**src/rtl/bmr_pkg.sv**
```systemverilog
// Shared types for the reconfigurable self-test register.
// Assumes the two-bit mode code is sampled every clock.
package bmr_pkg;

    typedef enum logic [1:0] {
        BMR_LOAD  = 2'b00,
        BMR_CLEAR = 2'b01,
        BMR_GEN   = 2'b10,
        BMR_SCAN  = 2'b11
    } bmr_mode_e;

    // Per-stage control lines decoded from the mode code.
    typedef struct packed {
        logic load;   // capture the parallel input
        logic clear;  // force zero
        logic shift;  // take the chain link from the previous stage
        logic mix;    // XOR the parallel input into the shifted bit
    } bmr_ctl_t;

endpackage

```
**src/rtl/bmr_mode_dec.sv**
```systemverilog
// Turns the two-bit mode code into per-stage control lines.
// Assumes exactly one line among load/clear/shift is active per code.
module bmr_mode_dec
    import bmr_pkg::*;
(
    input  logic [1:0] mode,
    output bmr_ctl_t   ctl
);

    // Combinational mode decode.
    always_comb begin
        ctl = '0;
        case (bmr_mode_e'(mode))
            BMR_LOAD:  ctl.load  = 1'b1;
            BMR_CLEAR: ctl.clear = 1'b1;
            BMR_GEN: begin
                ctl.shift = 1'b1;
                ctl.mix   = 1'b1;
            end
            BMR_SCAN:  ctl.shift = 1'b1;
            default:   ctl = '0;
        endcase
    end

endmodule

```
**src/rtl/bmr_feedback.sv**
```systemverilog
// Feedback bit for the generator: XOR of the stages picked by the tap mask.
// Assumes TAPS bit i selects stage i (stage 0 is the first stage).
module bmr_feedback #(
    parameter int              WIDTH = 4,
    parameter logic [WIDTH-1:0] TAPS = 4'b1100
) (
    input  logic [WIDTH-1:0] state,
    output logic             fb
);

    // Parity over the tapped stages.
    always_comb begin
        fb = ^(state & TAPS);
    end

endmodule

```
**src/rtl/bmr_stage.sv**
```systemverilog
// One storage bit of the register with its mode multiplexer.
// Assumes the decoder asserts no more than one of load/clear/shift.
module bmr_stage
    import bmr_pkg::*;
(
    input  logic     clk,
    input  logic     rst_n,
    input  bmr_ctl_t ctl,
    input  logic     link,
    input  logic     par,
    output logic     bit_q
);

    logic bit_d;

    // Next-value selection for this stage.
    always_comb begin
        if (ctl.clear)
            bit_d = 1'b0;
        else if (ctl.load)
            bit_d = par;
        else if (ctl.shift)
            bit_d = link ^ (ctl.mix & par);
        else
            bit_d = bit_q;
    end

    // Storage flop with synchronous active-low reset.
    always_ff @(posedge clk) begin
        if (!rst_n)
            bit_q <= 1'b0;
        else
            bit_q <= bit_d;
    end

endmodule

```
**src/rtl/bist_mode_reg.sv**
```systemverilog
// Reconfigurable self-test register: parallel load, clear, generator or
// signature compactor, and scan chain, chosen by a two-bit mode code.
// Assumes WIDTH >= 2 and a TAPS mask that describes the wanted polynomial.
module bist_mode_reg
    import bmr_pkg::*;
#(
    parameter int               WIDTH = 4,
    parameter logic [WIDTH-1:0] TAPS  = 4'b1100
) (
    input  logic             clk,
    input  logic             rst_n,
    input  logic [1:0]       mode,
    input  logic [WIDTH-1:0] par_in,
    input  logic             scan_in,
    output logic             scan_out,
    output logic [WIDTH-1:0] q
);

    localparam int LAST = WIDTH - 1;

    bmr_ctl_t         ctl;
    logic             fb;
    logic [WIDTH-1:0] link;

    bmr_mode_dec u_dec (
        .mode (mode),
        .ctl  (ctl)
    );

    bmr_feedback #(.WIDTH(WIDTH), .TAPS(TAPS)) u_fb (
        .state (q),
        .fb    (fb)
    );

    // Head of the chain: feedback when generating, scan input when scanning.
    always_comb begin
        link[0] = ctl.mix ? fb : scan_in;
    end

    genvar i;
    generate
        for (i = 1; i < WIDTH; i++) begin : g_link
            // Each later stage is fed by its predecessor.
            always_comb begin
                link[i] = q[i-1];
            end
        end
        for (i = 0; i < WIDTH; i++) begin : g_stage
            bmr_stage u_stage (
                .clk   (clk),
                .rst_n (rst_n),
                .ctl   (ctl),
                .link  (link[i]),
                .par   (par_in[i]),
                .bit_q (q[i])
            );
        end
    endgenerate

    // Serial output from the last stage.
    always_comb begin
        scan_out = q[LAST];
    end

endmodule

```
**config.mk**
```make
export PLATFORM = sky130hd
export DESIGN_NAME = bist_mode_reg
export DESIGN_NICKNAME = d
export VERILOG_FILES = /design/src/rtl/bmr_pkg.sv /design/src/rtl/bmr_mode_dec.sv /design/src/rtl/bmr_feedback.sv /design/src/rtl/bmr_stage.sv /design/src/rtl/bist_mode_reg.sv
export SDC_FILE = /design/constraint.sdc
export NUM_CORES = 1
export LEC_CHECK = 0
export ABC_AREA = 1
export BUFFER_PORTS_ARGS = -buffer_cell sky130_fd_sc_hd__buf_2
export CAP_MARGIN = 20
export CORE_AREA = 8 8 45 47
export DETAILED_ROUTE_END_ITERATION = 10
export DIE_AREA = 0 0 53 55
export PLACE_DENSITY_LB_ADDON = 0.25
export SLEW_MARGIN = 30
export SYNTH_ARGS = -nofsm -noshare
export SYNTH_HDL_FRONTEND = slang
export SYNTH_SLANG_ARGS = --single-unit
```
**constraint.sdc**
```tcl
create_clock -name clk -period 1 [get_ports clk]
set_input_delay 0.1 -clock clk [delete_from_list [all_inputs] [get_ports clk]]
set_output_delay 0.1 -clock clk [all_outputs]
set_load 0.02 [all_outputs]
```
==> results of run 1 <==
## logic make-up (layout without fill, tap and decap cells)
logic type             after synthesis  count (layout)  synth area share
AND/OR/NAND/NOR                     17              17             0.300
buffers and inverters               10              22             0.197
AO/OA/AOI/OAI                        5               5             0.136
flip-flops                           4               4             0.300
XOR/XNOR                             2               2            0.0657
## layout make-up
cell class / count / area [sq um]
clock buffer: 3 / 22.5
sequential: 4 / 80.1
fill: 162 / 1040
multi-input combinational: 24 / 134
timing repair buffer: 13 / 65.1
tap: 16 / 20.0
inverter: 6 / 22.5
## power by group through the flow
stage | clock (mW) | combinational (mW) | sequential [mW]
detailed placement | 0 | 0.0991 | 0.178
CTS | 0.212 | 0.0997 | 0.176
finish | 0.201 | 0.0984 | 0.176
floorplan | 0 | 0.0705 | 0.180
global route | 0.215 | 0.111 | 0.177
global placement | 0 | 0.0994 | 0.178
## how the worst max path moves through the flow
stage	to	start	slack, ns
detailed placement	g_stage[0].u_stage.bit_q$_SDFFE_PP0P_	g_stage[2].u_stage.bit_q$_SDFFE_PP0P_	0.15
global route	g_stage[0].u_stage.bit_q$_SDFFE_PP0P_	g_stage[3].u_stage.bit_q$_SDFFE_PP0P_	0.06
CTS	scan_out	g_stage[3].u_stage.bit_q$_SDFFE_PP0P_	0.12
floorplan	g_stage[0].u_stage.bit_q$_SDFFE_PP0P_	g_stage[3].u_stage.bit_q$_SDFFE_PP0P_	0.08
finish	scan_out	g_stage[3].u_stage.bit_q$_SDFFE_PP0P_	0.13
global placement	g_stage[0].u_stage.bit_q$_SDFFE_PP0P_	g_stage[3].u_stage.bit_q$_SDFFE_PP0P_	0.17
## metal layers
metal,vias up,share of wire
li1,138,-
met1,113,0.39
met2,8,0.51
met4,0,0
met5,-,0
met3,0,0.097
## synth_stat cells
| master | n | area, sq um |
|---|---|---|
| nor2_1 | 3 | 11.3 |
| a21oi_1 | 2 | 10.0 |
| nand2_1 | 8 | 30.0 |
| nor2_4 | 1 | 11.3 |
| nand3_1 | 3 | 15.0 |
| dfxtp_1 | 4 | 80.1 |
| inv_2 | 2 | 7.51 |
| buf_4 | 4 | 30.0 |
| inv_1 | 4 | 15.0 |
| xnor2_1 | 2 | 17.5 |
| a21oi_2 | 1 | 8.76 |
| nor2_2 | 1 | 6.26 |
| nand2_2 | 1 | 6.26 |
| o21ai_2 | 2 | 17.5 |
## stage by stage
step / instances / power, mW
floorplan: 38 / 0.251
global placement: 63 / 0.277
detailed placement: 63 / 0.277
CTS: 66 / 0.488
global route: 66 / 0.504
finish: 66 / 0.475
==> metrics.txt, run 1 <==
number of max-cap violations=0; syn nets=47; Largest regs=g_stage.u_stage.bit_q (4); clock sinks=4; clk slew on worst S/H paths=about 0.040 ns; Lkg Pwr=0.169 nW; CP arrival=0.77 ns; CTS tree=done; Root Buffer=clkbuf_4; critical path class=reg -> out; busiest layer in global routing=met2; Mapped Cells=38; Placer Congestion=0.669; commonest non-fill, non-tap cell in the layout=buf_2; Mean Syn Cell Area=7.01 sq um; Critical Path Start Type=flip-flop; FF-to-FF End=g_stage[0].u_stage.bit_q$_SDFFE_PP0P_; critical path depth=1; # DRC=0; yosys warns=0; fraction of layout cells with a size suffix above 1=0.480; delay-heaviest family, CP=flip-flops; gr usage total=0.0480; core area=0.00138 sq mm; postcts setup bufs=0; DRT antenna net count=0; Most flops, register=g_stage.u_stage.bit_q; number of buffers created by CTS=3; DP Area=322 sq um; Final Core Density=0.249; worst hold start=rst_n; DR WL/cell=9.67 microns; CTS Hold Bufs=0; max reg flops=4; status=finished clean; Worst Setup Slack, final=0.130 ns; reg2reg start=g_stage[2].u_stage.bit_q$_SDFFE_PP0P_; Pwr Density=between 1000 and 1500 mW/mm^2; Max Slew Vio Count=0; Area growth syn-to-layout=29.1%; Clock Latency Late Sink=0.23 ns; fraction of power consumed by sequential logic=0.371; hold path depth=3; chip width=roughly 53 microns; largest net degree at the start of global routing=7; DRT Wirelength=638 microns; final hold vios=0; number of global-route vias before repair=between 200 and 250; R2R cell count=5; Slew Limit Headroom=0.896; Final period util=0.870; CP max-delay cell=dfxtp_1; Final Cell Area=344 sq um; clock power share=0.422; die span in y=55 microns; Max Clock Freq=1150 MHz; # resized after CTS=0; hold path endpoint=g_stage[1].u_stage.bit_q$_SDFFE_PP0P_; port bufs=13; Crit Path Max Fanout=4; Setup TNS Final=0 ns; Clock Skew=0.00224 ns; Clock Tree Buf Depth=2; DR iter-0 viols=5; post-synthesis sequential area ratio=0.300; via count=259; count of cell types in the netlist=14; die area=roughly 0.0029 sq mm; H-Tree Level Count=1; DR pass1 iterations=4; first-pass GRT wire length=986 microns; Comb power frac=0.207; CP Cell Sequence=buf_2; RSZ-0062 raised after global routing=no; IO Pins=14; min Tclk post-route=0.870 ns; GR Util met1=0.0470; Slew @ Worst Pin=~0.16 ns; Crit path largest cell delay=0.36 ns; most frequent cells in the layout=buf_2 (13), nand2_1 (8), inv_1 (4), dfxtp_1 (4); pre-CTS WS=approximately 0.15 ns; Setup violations, final=0; worst reg-to-reg setup slack=roughly 0.15 ns; number of vias per cell=3.92; Sw Share=0.277; dpl hpwl=519 microns; crit end category=output pin; row count=14; internal power=0.344 mW; met2 usage=0.0703; Antenna Cells=0; final hold slack=~0.13 ns; total gr overflow=0; initial antenna violation count=0; Worst Hold Class=in -> reg; required time of the critical path=0.90 ns; Bufs and invs on worst path=1; GR met3 Demand/Resource=0.0241; starting density of the core=0.193; switching power of the nets=0.132 mW; Layout Nets=61; Mapped Area=267 sq um; Peak VDD IR=~0.32 mV; Yosys reg bits=4
(Power assumes the default switching activity.)
==> run 2, diff against run 1 <==
--- a/config.mk
+++ b/config.mk
@@ -5,7 +5,6 @@
 export SDC_FILE = /design/constraint.sdc
 export NUM_CORES = 1
 export LEC_CHECK = 0
-export ABC_AREA = 1
 export BUFFER_PORTS_ARGS = -buffer_cell sky130_fd_sc_hd__buf_2
 export CAP_MARGIN = 20
 export CORE_AREA = 8 8 45 47
==> metrics.txt, run 2 <==
status=finished clean; fraction of power consumed by sequential logic=0.373; die span in y=55 microns; placed cells=52; Root Buffer=clkbuf_4; Placer Congestion=0.658; DRT Wirelength=just under 600 microns; Post-synth top flop=dfxtp_1; count of cell types in the netlist=11; DRT antenna net count=0; CP max-delay cell=dfxtp_1; Sw Share=0.264; Pwr Total=0.480 mW; Setup violations, final=0; internal power=0.353 mW; critical path class=reg -> out; Most flops, register=g_stage.u_stage.bit_q; Largest regs=g_stage.u_stage.bit_q (4); Post-synth EDFFs=0; switching power of the nets=0.127 mW; largest net degree at the start of global routing=8; CTS Hold Bufs=0; delay-heaviest family, CP=flip-flops; DR pass1 iterations=2; Peak VDD IR=0.729 mV; worst reg-to-reg setup slack=0.14 ns; CTS tree=done; die area=0.00292 sq mm; Clock Latency Late Sink=0.23 ns; crit end category=output pin; Final Core Density=0.235; gr usage total=0.0497; top cells by area, synth=dfxtp_1 (32%), xnor2_1 (14%), buf_4 (12%); H-Tree Level Count=1; number of max-cap violations=0; max reg flops=4; syn nets=36; Bufs and invs on worst path=1; CP arrival=0.76 ns; Comb power frac=0.206; core area=0.00138 sq mm; Compound-Gate Fraction of Synth Area=0.0657; list of most frequent post-synthesis cells=buf_4 (4), dfxtp_1 (4), nand2_1 (4), xnor2_1 (4); chip width=53 microns; post-synthesis adder-cell area fraction=0; Area growth syn-to-layout=31.3%; fraction of layout cells with a size suffix above 1=0.487; row count=14; first-pass GRT wire length=slightly below 1 mm; final hold vios=0; post-synthesis sequential area ratio=0.323; # resized after CTS=0; Crit path largest cell delay=0.35 ns; clock sinks=4; hold path endpoint=g_stage[3].u_stage.bit_q$_SDFFE_PP0P_; Lkg Pwr=0.142 nW; RSZ-0062 raised after global routing=no; initial antenna violation count=0; Setup TNS Final=0 ns; total gr overflow=0; Crit Path Max Fanout=3; Pwr Density=1480 mW/mm^2; Slew @ Worst Pin=0.240 ns; clock power share=0.420; worst hold start=rst_n; Slew Limit Headroom=0.839; starting density of the core=0.179; required time of the critical path=0.90 ns; Mapped Cells=27; Max Slew Vio Count=0; fraction of the mapped netlist area in simple logic gates=0.348; Final period util=0.860; CP Cell Sequence=buf_2; largest family of logic cells by synthesized area=simple AND/OR/NAND/NOR gates; final hold slack=0.165 ns; via count=approximately 220; hold path depth=2; Layout Nets=50; yosys warns=0; FF-to-FF End=g_stage[0].u_stage.bit_q$_SDFFE_PP0P_; area leader, netlist=dfxtp_1; Worst Hold Class=in -> reg; Yosys top cell area share=0.323; Finished Layout Cells=55; Mean Syn Cell Area=9.18 sq um; Clock Tree Buf Depth=2; commonest non-fill, non-tap cell in the layout=buf_2; mux share of post-synthesis cell area=0; port bufs=13; Yosys reg bits=4; reg2reg start=g_stage[2].u_stage.bit_q$_SDFFE_PP0P_; Critical Path Start Type=flip-flop; Clock Skew=0.00349 ns; postcts setup bufs=0; DR iter-0 viols=2; IO Pins=14; DR WL/cell=10.5 microns; Mapped Area=around 250 sq um; asr flop ratio synth=0; xor/xnor share of the synthesized area=0.141; most frequent cells in the layout=buf_2 (13), nand2_1 (4), xnor2_1 (4), dfxtp_1 (4); R2R cell count=3; number of vias per cell=3.96; clk slew on worst S/H paths=0.04 ns; Antenna Cells=0; number of buffers created by CTS=3; number of global-route vias before repair=roughly 240; # DRC=0; Max Clock Freq=1160 MHz; min Tclk post-route=0.860 ns
==> run 2: cell types whose count changed in the layout (fill, tap and decap cells not counted), sizes merged, moves of 2 or more <==
cell and change:
inv -6, nand2 -5, nor2 -5, a21oi -3
and2 +3, nand3 -3, nor2b +3, o21ai -2
xnor2 +2
==> run 2: how the worst max path moves through the flow <==
stage	cells past startpoint	start	to	slack [ns]
global route	1	g_stage[3].u_stage.bit_q$_SDFFE_PP0P_	scan_out	0.09
detailed placement	3	g_stage[2].u_stage.bit_q$_SDFFE_PP0P_	g_stage[0].u_stage.bit_q$_SDFFE_PP0P_	0.14
CTS	1	g_stage[3].u_stage.bit_q$_SDFFE_PP0P_	scan_out	0.12
floorplan	3	g_stage[3].u_stage.bit_q$_SDFFE_PP0P_	g_stage[0].u_stage.bit_q$_SDFFE_PP0P_	0.12
global placement	3	g_stage[2].u_stage.bit_q$_SDFFE_PP0P_	g_stage[0].u_stage.bit_q$_SDFFE_PP0P_	0.17
finish	1	g_stage[2].u_stage.bit_q$_SDFFE_PP0P_	q[2]	0.14
==> run 2: final cells by class <==
cell class	instances	area, sq um
clock buffer	3	22.5
fill	160	1060
multi-input combinational	19	138
sequential	4	80.1
tap	16	20.0
timing repair buffer	13	65.1
==> run 2: per-layer routing <==
layer / share of wire / wire length (microns) / GRT usage / up-vias
met2: 0.43 / 249 / 0.0664 / 10
li1: - / - / - / 112
met1: 0.44 / 253 / 0.0502 / 96
met5: 0 / 0 / 0 / -
met4: 0 / 0 / 0.0129 / 0
met3: 0.13 / 77 / 0.0561 / 0
==> run 2: through the flow <==
| stage | area [sq um] | setup WS (ns) |
|---|---|---|
| detailed placement | 303 | 0.144 |
| CTS | 325 | 0.124 |
| global placement | 303 | 0.170 |
| finish | 325 | 0.140 |
| floorplan | 248 | 0.115 |
| global route | 325 | 0.0872 |
==> run 2: power groups by stage <==
stage | Combinational, mW | Sequential (mW) | Clock (mW)
after detailed placement | 0.101 | 0.182 | 0
final | 0.0989 | 0.179 | 0.202
after floorplan | 0.0689 | 0.184 | 0
after CTS | 0.101 | 0.179 | 0.212
after global routing | 0.109 | 0.181 | 0.224
after global placement | 0.101 | 0.182 | 0
==> run 2: logic make-up after synthesis <==
family                 Yosys count
XOR/XNOR                         4
buffers and inverters            4
flip-flops                       4
AO/OA/AOI/OAI                    2
AND/OR/NAND/NOR                 13
